`config.mk`:
```
export PLATFORM = sky130hd
export DESIGN_NAME = exc_entry_unit
export DESIGN_NICKNAME = d
export VERILOG_FILES = /design/src/rtl/exc_entry_pkg.sv /design/src/rtl/exc_irq_offset.sv /design/src/rtl/exc_vector_sel.sv /design/src/rtl/exc_state_regs.sv /design/src/rtl/exc_entry_unit.sv
export SDC_FILE = /design/constraint.sdc
export NUM_CORES = 1
export LEC_CHECK = 0
export BUFFER_PORTS_ARGS = -buffer_cell sky130_fd_sc_hd__buf_2
export CORE_MARGIN = 2
export CORE_UTILIZATION = 50
export CTS_CLUSTER_SIZE = 12
export DETAILED_ROUTE_END_ITERATION = 10
export PLACE_DENSITY = 0.95
export RECOVER_POWER = 50
export SYNTH_ARGS = -nofsm -noshare
export SYNTH_HDL_FRONTEND = slang
export SYNTH_SLANG_ARGS = --single-unit
```
`constraint.sdc`:
```
create_clock -name clk -period 13.8 [get_ports clk]
set_clock_uncertainty 0.2 [all_clocks]
set_input_delay 1.38 -clock clk [delete_from_list [all_inputs] [get_ports clk]]
set_output_delay 1.38 -clock clk [all_outputs]
set_load 0.03 [all_outputs]
```
`src/rtl/exc_entry_pkg.sv`:
```
package exc_entry_pkg;

   // additive constant for the bootstrap base
   localparam logic [31:0] BOOT_BASE_ADD  = 32'h0000_0200;
   // uncached, unmapped window used for cache-error entry
   localparam logic [31:0] UNCACHED_WIN   = 32'hA000_0000;
   // ebase bits kept when entering through the uncached window
   localparam logic [31:0] CE_EBASE_KEEP  = 32'h1FFF_F000;
   // low ebase bits discarded for the normal base
   localparam int unsigned EBASE_ALIGN_W  = 12;

   localparam int unsigned OFS_REFILL     = 'h000;
   localparam int unsigned OFS_GENERAL    = 'h180;
   localparam int unsigned OFS_IRQ        = 'h200;
   localparam int unsigned SLOT_SHIFT     = 5;

   typedef enum logic [1:0] {
      BASE_BOOT,
      BASE_CACHE_ERR,
      BASE_EBASE
   } base_sel_e;

   typedef enum logic [1:0] {
      OFS_SEL_REFILL,
      OFS_SEL_GENERAL,
      OFS_SEL_IRQ
   } ofs_sel_e;

endpackage

```
`src/rtl/exc_irq_offset.sv`:
```
module exc_irq_offset
   import exc_entry_pkg::*;
#(
   parameter int unsigned IRQ_W    = 8,
   parameter int unsigned SPACE_W  = 5,
   parameter int unsigned OFS_W    = 16,
   parameter bit          VECTORED = 1'b1
) (
   input  logic [IRQ_W-1:0]   pending,
   input  logic [IRQ_W-1:0]   mask,
   input  logic [SPACE_W-1:0] spacing,
   input  logic               vec_en,
   input  logic               boot,
   output logic [OFS_W-1:0]   irq_ofs
);

   localparam int unsigned VEC_W = (IRQ_W > 1) ? $clog2(IRQ_W) : 1;

   generate
      if (VECTORED) begin : g_vectored
         logic [IRQ_W-1:0] live;
         logic [VEC_W-1:0] vec_num;
         logic [OFS_W-1:0] stride;
         logic             use_slots;

         assign live = pending & mask;

         // ascending scan: the last hit is the highest line
         always_comb begin
            vec_num = '0;
            for (int i = 0; i < IRQ_W; i++) begin
               if (live[i]) vec_num = VEC_W'(i);
            end
         end

         assign stride    = OFS_W'(spacing) << SLOT_SHIFT;
         assign use_slots = vec_en && !boot && (spacing != '0);

         always_comb begin
            if (use_slots) irq_ofs = OFS_W'(OFS_IRQ) + OFS_W'(vec_num) * stride;
            else           irq_ofs = OFS_W'(OFS_IRQ);
         end
      end else begin : g_flat
         logic unused_in;
         assign unused_in = ^{pending, mask, spacing, vec_en, boot};
         assign irq_ofs   = OFS_W'(OFS_IRQ);
      end
   endgenerate

endmodule

```
`src/rtl/exc_vector_sel.sv`:
```
module exc_vector_sel
   import exc_entry_pkg::*;
#(
   parameter int unsigned ADDR_W         = 32,
   parameter int unsigned CODE_W         = 5,
   parameter int unsigned OFS_W          = 16,
   parameter int unsigned CACHE_ERR_CODE = 30,
   parameter int unsigned IRQ_CODE       = 0
) (
   input  logic [CODE_W-1:0] code,
   input  logic              refill,
   input  logic              exl,
   input  logic              boot,
   input  logic [ADDR_W-1:0] ebase,
   input  logic [ADDR_W-1:0] exc_base,
   input  logic [OFS_W-1:0]  irq_ofs,
   output logic [ADDR_W-1:0] handler
);

   localparam logic [ADDR_W-1:0] ALIGN_MASK = ~ADDR_W'({EBASE_ALIGN_W{1'b1}});

   base_sel_e         bsel;
   ofs_sel_e          osel;
   logic [ADDR_W-1:0] base;
   logic [ADDR_W-1:0] ofs;

   // bootstrap setting outranks the cache-error window
   always_comb begin
      if (boot)                                bsel = BASE_BOOT;
      else if (code == CODE_W'(CACHE_ERR_CODE)) bsel = BASE_CACHE_ERR;
      else                                     bsel = BASE_EBASE;
   end

   always_comb begin
      if (code == CODE_W'(IRQ_CODE)) osel = OFS_SEL_IRQ;
      else if (refill && !exl)       osel = OFS_SEL_REFILL;
      else                           osel = OFS_SEL_GENERAL;
   end

   always_comb begin
      unique case (bsel)
         BASE_BOOT:      base = exc_base + ADDR_W'(BOOT_BASE_ADD);
         BASE_CACHE_ERR: base = ADDR_W'(UNCACHED_WIN) | (ebase & ADDR_W'(CE_EBASE_KEEP));
         default:        base = ebase & ALIGN_MASK;
      endcase
   end

   always_comb begin
      unique case (osel)
         OFS_SEL_REFILL: ofs = ADDR_W'(OFS_REFILL);
         OFS_SEL_IRQ:    ofs = ADDR_W'(irq_ofs);
         default:        ofs = ADDR_W'(OFS_GENERAL);
      endcase
   end

   assign handler = base + ofs;

endmodule

```
`src/rtl/exc_state_regs.sv`:
```
module exc_state_regs #(
   parameter int unsigned ADDR_W = 32,
   parameter int unsigned CODE_W = 5
) (
   input  logic              clk,
   input  logic              rst,
   input  logic              req,
   input  logic [CODE_W-1:0] code,
   input  logic [ADDR_W-1:0] pc,
   input  logic              in_delay,
   input  logic [ADDR_W-1:0] handler_nxt,
   output logic [ADDR_W-1:0] epc_q,
   output logic [CODE_W-1:0] code_q,
   output logic              bd_q,
   output logic              exl_q,
   output logic [ADDR_W-1:0] handler_q,
   output logic              valid_q
);

   always_ff @(posedge clk) begin
      if (rst) begin
         epc_q     <= '0;
         code_q    <= '0;
         bd_q      <= 1'b0;
         exl_q     <= 1'b0;
         handler_q <= '0;
         valid_q   <= 1'b0;
      end else begin
         valid_q <= req;
         if (req) begin
            exl_q     <= 1'b1;
            code_q    <= code;
            handler_q <= handler_nxt;
            // return point is only captured on the first level of entry
            if (!exl_q) begin
               epc_q <= pc;
               bd_q  <= in_delay;
            end
         end
      end
   end

endmodule

```
`src/rtl/exc_entry_unit.sv`:
```
module exc_entry_unit #(
   parameter int unsigned ADDR_W         = 32,
   parameter int unsigned CODE_W         = 5,
   parameter int unsigned IRQ_W          = 8,
   parameter int unsigned SPACE_W        = 5,
   parameter int unsigned CACHE_ERR_CODE = 30,
   parameter int unsigned IRQ_CODE       = 0,
   parameter bit          VECTORED       = 1'b1
) (
   input  logic               clk,
   input  logic               rst,
   input  logic               exc_req,
   input  logic [CODE_W-1:0]  exc_code,
   input  logic [ADDR_W-1:0]  exc_pc,
   input  logic               exc_in_delay,
   input  logic               exc_refill,
   input  logic [IRQ_W-1:0]   irq_pending,
   input  logic [IRQ_W-1:0]   irq_mask,
   input  logic               vec_enable,
   input  logic [SPACE_W-1:0] vec_spacing,
   input  logic               boot_vec,
   input  logic [ADDR_W-1:0]  ebase,
   input  logic [ADDR_W-1:0]  exc_base,
   output logic [ADDR_W-1:0]  epc,
   output logic [CODE_W-1:0]  cause_code,
   output logic               cause_bd,
   output logic               status_exl,
   output logic [ADDR_W-1:0]  handler_pc,
   output logic               handler_valid
);

   localparam int unsigned VEC_W  = (IRQ_W > 1) ? $clog2(IRQ_W) : 1;
   localparam int unsigned PROD_W = SPACE_W + exc_entry_pkg::SLOT_SHIFT + VEC_W;
   localparam int unsigned OFS_W  = ((PROD_W > 10) ? PROD_W : 10) + 1;

   generate
      if (ADDR_W < 32) begin : g_bad_addr
         $error("exc_entry_unit: ADDR_W must be at least 32");
      end
      if ((1 << CODE_W) <= CACHE_ERR_CODE) begin : g_bad_code
         $error("exc_entry_unit: CODE_W too narrow for the cache-error code");
      end
      if ((1 << CODE_W) <= IRQ_CODE) begin : g_bad_irq
         $error("exc_entry_unit: CODE_W too narrow for the interrupt code");
      end
      if (OFS_W > ADDR_W) begin : g_bad_ofs
         $error("exc_entry_unit: offset wider than the address");
      end
   endgenerate

   logic [OFS_W-1:0]  irq_ofs;
   logic [ADDR_W-1:0] handler_nxt;

   exc_irq_offset #(
      .IRQ_W    (IRQ_W),
      .SPACE_W  (SPACE_W),
      .OFS_W    (OFS_W),
      .VECTORED (VECTORED)
   ) u_irq (
      .pending (irq_pending),
      .mask    (irq_mask),
      .spacing (vec_spacing),
      .vec_en  (vec_enable),
      .boot    (boot_vec),
      .irq_ofs (irq_ofs)
   );

   exc_vector_sel #(
      .ADDR_W         (ADDR_W),
      .CODE_W         (CODE_W),
      .OFS_W          (OFS_W),
      .CACHE_ERR_CODE (CACHE_ERR_CODE),
      .IRQ_CODE       (IRQ_CODE)
   ) u_sel (
      .code     (exc_code),
      .refill   (exc_refill),
      .exl      (status_exl),
      .boot     (boot_vec),
      .ebase    (ebase),
      .exc_base (exc_base),
      .irq_ofs  (irq_ofs),
      .handler  (handler_nxt)
   );

   exc_state_regs #(
      .ADDR_W (ADDR_W),
      .CODE_W (CODE_W)
   ) u_regs (
      .clk         (clk),
      .rst         (rst),
      .req         (exc_req),
      .code        (exc_code),
      .pc          (exc_pc),
      .in_delay    (exc_in_delay),
      .handler_nxt (handler_nxt),
      .epc_q       (epc),
      .code_q      (cause_code),
      .bd_q        (cause_bd),
      .exl_q       (status_exl),
      .handler_q   (handler_pc),
      .valid_q     (handler_valid)
   );

endmodule

```
==> results.json <==
{
  "ff2ff_setup_slack_ns": 10.31,
  "synth_enable_flop_cells": 0,
  "rsz0062_at_grt": "no",
  "syn_inst": 613,
  "io_pins": 201,
  "cts_sinks": 72,
  "drt_iter0_drc": 260,
  "cp-start-kind": "input port",
  "fmax_mhz": 152,
  "p_leak_uw": 0.00248,
  "hold_buffers": 0,
  "gr-usage-all-layers_pct": 24.3,
  "finalHoldViolCount": 0,
  "fin_hold_ws_ns": 0.255,
  "hp-class": "reg -> reg",
  "syn_area_um2": 4720,
  "antenna_found_initial": 0,
  "cp.depth": 24,
  "num_vias": 5076,
  "clk_path_buf_depth": 2,
  "layout-drive-gt1-share_pct": 20.2,
  "die_x_um": 101,
  "layout.nets": 930,
  "htreeDepth": 3,
  "fill_cells": 821,
  "gp_congestion": 0.890,
  "path_clk_slew_ns": 0.09,
  "startpoint": "irq_pending[5]",
  "crit_type": "in -> reg",
  "vdd_drop_max_mv": 0.0519,
  "max_slew.worst_pin.slew_ns": 2.87,
  "violations": "capacitance limit, slew limit",
  "postSynth.asyncResetShare_pct": 0,
  "crit_path_frequent_cell": "inv_1",
  "drcViolationCount": 0,
  "arrival_ns": 6.45,
  "setup_viol": 0,
  "slowest_delay_ns": 0.51,
  "portBuffers": 186,
  "fp.coreArea_um2": 9200,
  "worst_r2r_endpoint": "u_regs.handler_q[31]",
  "tritoncts": "yes",
  "fin_tns_setup_ns": 0,
  "ys_seq_area_share_pct": 30.5,
  "die_y_um": 101,
  "syn-mean-instance-area_um2": 7.70,
  "diodes": 0,
  "wirelength_um": 12900,
  "cp.required_ns": 13.66,
  "ys_ff_latch": 72,
  "multiInputGateArea_um2": 3080,
  "crit_path_end": "u_regs.handler_q[31]",
  "core.rowCount": 35,
  "synth_top_area_cell": "dfxtp_1",
  "path_buf_inv": 4,
  "synth_flop_cell": "dfxtp_1",
  "yosysMostFrequentCell": "nand2_1",
  "clock-root-buffer": "clkbuf_8",
  "grt_max_degree": 73,
  "die_area_um2": 10200,
  "grt_pass1_wl_um": 20300,
  "cts-buffers-inserted": 9,
  "finalCritPeriodShare_pct": 47.8,
  "seq_area_um2": 1440,
  "synth_commonest_cells": "nand2_1 (94), dfxtp_1 (72), nor2_1 (66)",
  "vias_per_cell": 5.68,
  "cts_resized": 0,
  "cts_setup_buffers": 0,
  "drv_cap": 1,
  "r2r_cells": 10,
  "synth_nets": 765,
  "status": "finished, violations left",
  "ant_nets": 0,
  "power_density_nw_per_um2": 96.6,
  "start_util_pct": 51.3,
  "dr.pass1.iters": 5,
  "relSlewSlack_pct": -91.1,
  "grt_pass1_vias": 4386,
  "path_delay_family": "compound AO/OA/AOI/OAI gates",
  "post_drt_wl_per_cell_um": 14.5,
  "ys_types": 60,
  "crit_slowest_cell": "a211oi_4",
  "netlist.area_leader.share_pct": 30.5,
  "path_cells": "buf_2, a22o_1, o21ai_0, nand2_1, fa_1, inv_1, ha_1, inv_1, fa_1, inv_1, a21o_1, a21oi_1, xnor2_1, nand3_1, xnor2_1, nor2_1, ha_1, o21a_1, o21ai_0, a31oi_1, o2111ai_1, a211oi_4, a31o_2, a311oi_1",
  "ys_warn_count": 0,
  "overflow": 0,
  "dp_hpwl_um": 9870,
  "cp_max_fo": 7,
  "min_period_ns": 6.59,
  "critical_path.reg2reg.startpoint": "u_regs.exl_q",
  "clk_latency_ns": 0.34,
  "crit_path_end_kind": "flip-flop",
  "syn_to_final_growth_pct": 22.9,
  "drv_slew": 61,
  "synth_area_leaders": "dfxtp_1 (31%), nand2_1 (7.5%), a21oi_1 (6.8%)"
}
==> layer usage <==
| layer | vias up | part of all wire [%] | GRT usage [%] |
|---|---|---|---|
| met5 | - | 0 | 0 |
| met4 | 0 | 1.1 | 4.89 |
| met3 | 20 | 7.7 | 5.45 |
| met2 | 209 | 50 | 44.7 |
| met1 | 2332 | 41 | 29.1 |
| li1 | 2515 | - | - |
==> power by group <==
| group | leakage (uW) | switching [uW] | internal, uW | total (uW) |
|---|---|---|---|---|
| Sequential | 0.000594 | 6.71 | 221 | 228 |
| Clock | 0.000104 | 84.9 | 91.0 | 176 |
| Combinational | 0.00179 | 99.1 | 57.9 | 157 |
==> state kept, by name, summed over array words and instances (netlist names) <==
| register | cells |
|---|---|
| u_regs.code_q | 5 |
| u_regs.epc_q | 32 |
| u_regs.handler_q | 32 |
| u_regs.bd_q | 1 |
| u_regs.valid_q | 1 |
| u_regs.exl_q | 1 |
==> layout make-up <==
class / count / share of cell area [%]
clock buffer: 10 / 2.37
sequential: 72 / 24.8
tap: 111 / 2.39
clock inverter: 6 / 1.25
multi-input combinational: 488 / 53.0
inverter: 18 / 1.16
timing repair buffer: 189 / 15.0
==> cells by family (layout without fill, tap and decap cells) <==
family,count (synthesis),count (layout),synth area share [%]
and+or+nand+nor,261,261,26.9
AOI/OAI and AO/OA,153,153,21.3
DFF,72,72,30.5
buffers and inverters,53,223,4.35
xor gates and xnor gates,32,32,5.94
adders and majority gates,23,23,6.89
muxes,19,19,4.06
==> worst reg2reg max path, cell delays in order (launching register included) <==
cell,delay (ns)
dfxtp_1,0.38
o21ai_0,0.28
o21ai_0,0.15
ha_1,0.39
o211ai_1,0.11
a21o_1,0.20
a31oi_1,0.26
o2111ai_1,0.39
a211oi_4,0.51
a31o_2,0.23
a311oi_1,0.11
==> metrics by stage <==
stage                     setup slack (ns)  cell area, um^2  total power (uW)  util (%)  cells
after floorplan                       7.82             4720               340         -    613
after global placement                7.22             5680               386      61.7    878
after detailed placement              7.02             5680               391      61.7    878
after CTS                             7.26             5890               566      64.0    894
after global routing                  6.82             5800               593      63.1    894
final                                 7.21             5800               561      63.1    894
==> how the worst min path moves through the flow <==
stage	startpoint	to	slack (ns)	cells past startpoint
2_1_floorplan	u_regs.epc_q[0]	u_regs.epc_q[0]	0.38	2
3_3_place_gp	u_regs.epc_q[20]	u_regs.epc_q[20]	0.24	2
3_5_place_dp	u_regs.epc_q[12]	u_regs.epc_q[12]	0.24	2
4_1_cts	u_regs.epc_q[12]	u_regs.epc_q[12]	0.25	2
5_1_grt	u_regs.epc_q[26]	u_regs.epc_q[26]	0.28	2
6_report	u_regs.epc_q[9]	u_regs.epc_q[9]	0.25	2
==> layout by cell type (no fill, tap or decap), types with 11 or more instances in the layout <==
master,Yosys,layout
clkbuf_1,28,66
nand3_1,14,14
xnor2_1,23,23
a21oi_1,64,64
o21ai_0,13,13
nand2_1,94,94
a211oi_1,15,15
inv_1,18,18
ha_1,18,18
and2_1,11,11
mux2i_1,18,18
nor2_1,66,66
buf_2,5,121
dfxtp_1,72,72
nand4_1,12,12
(Power assumes the default switching activity.)
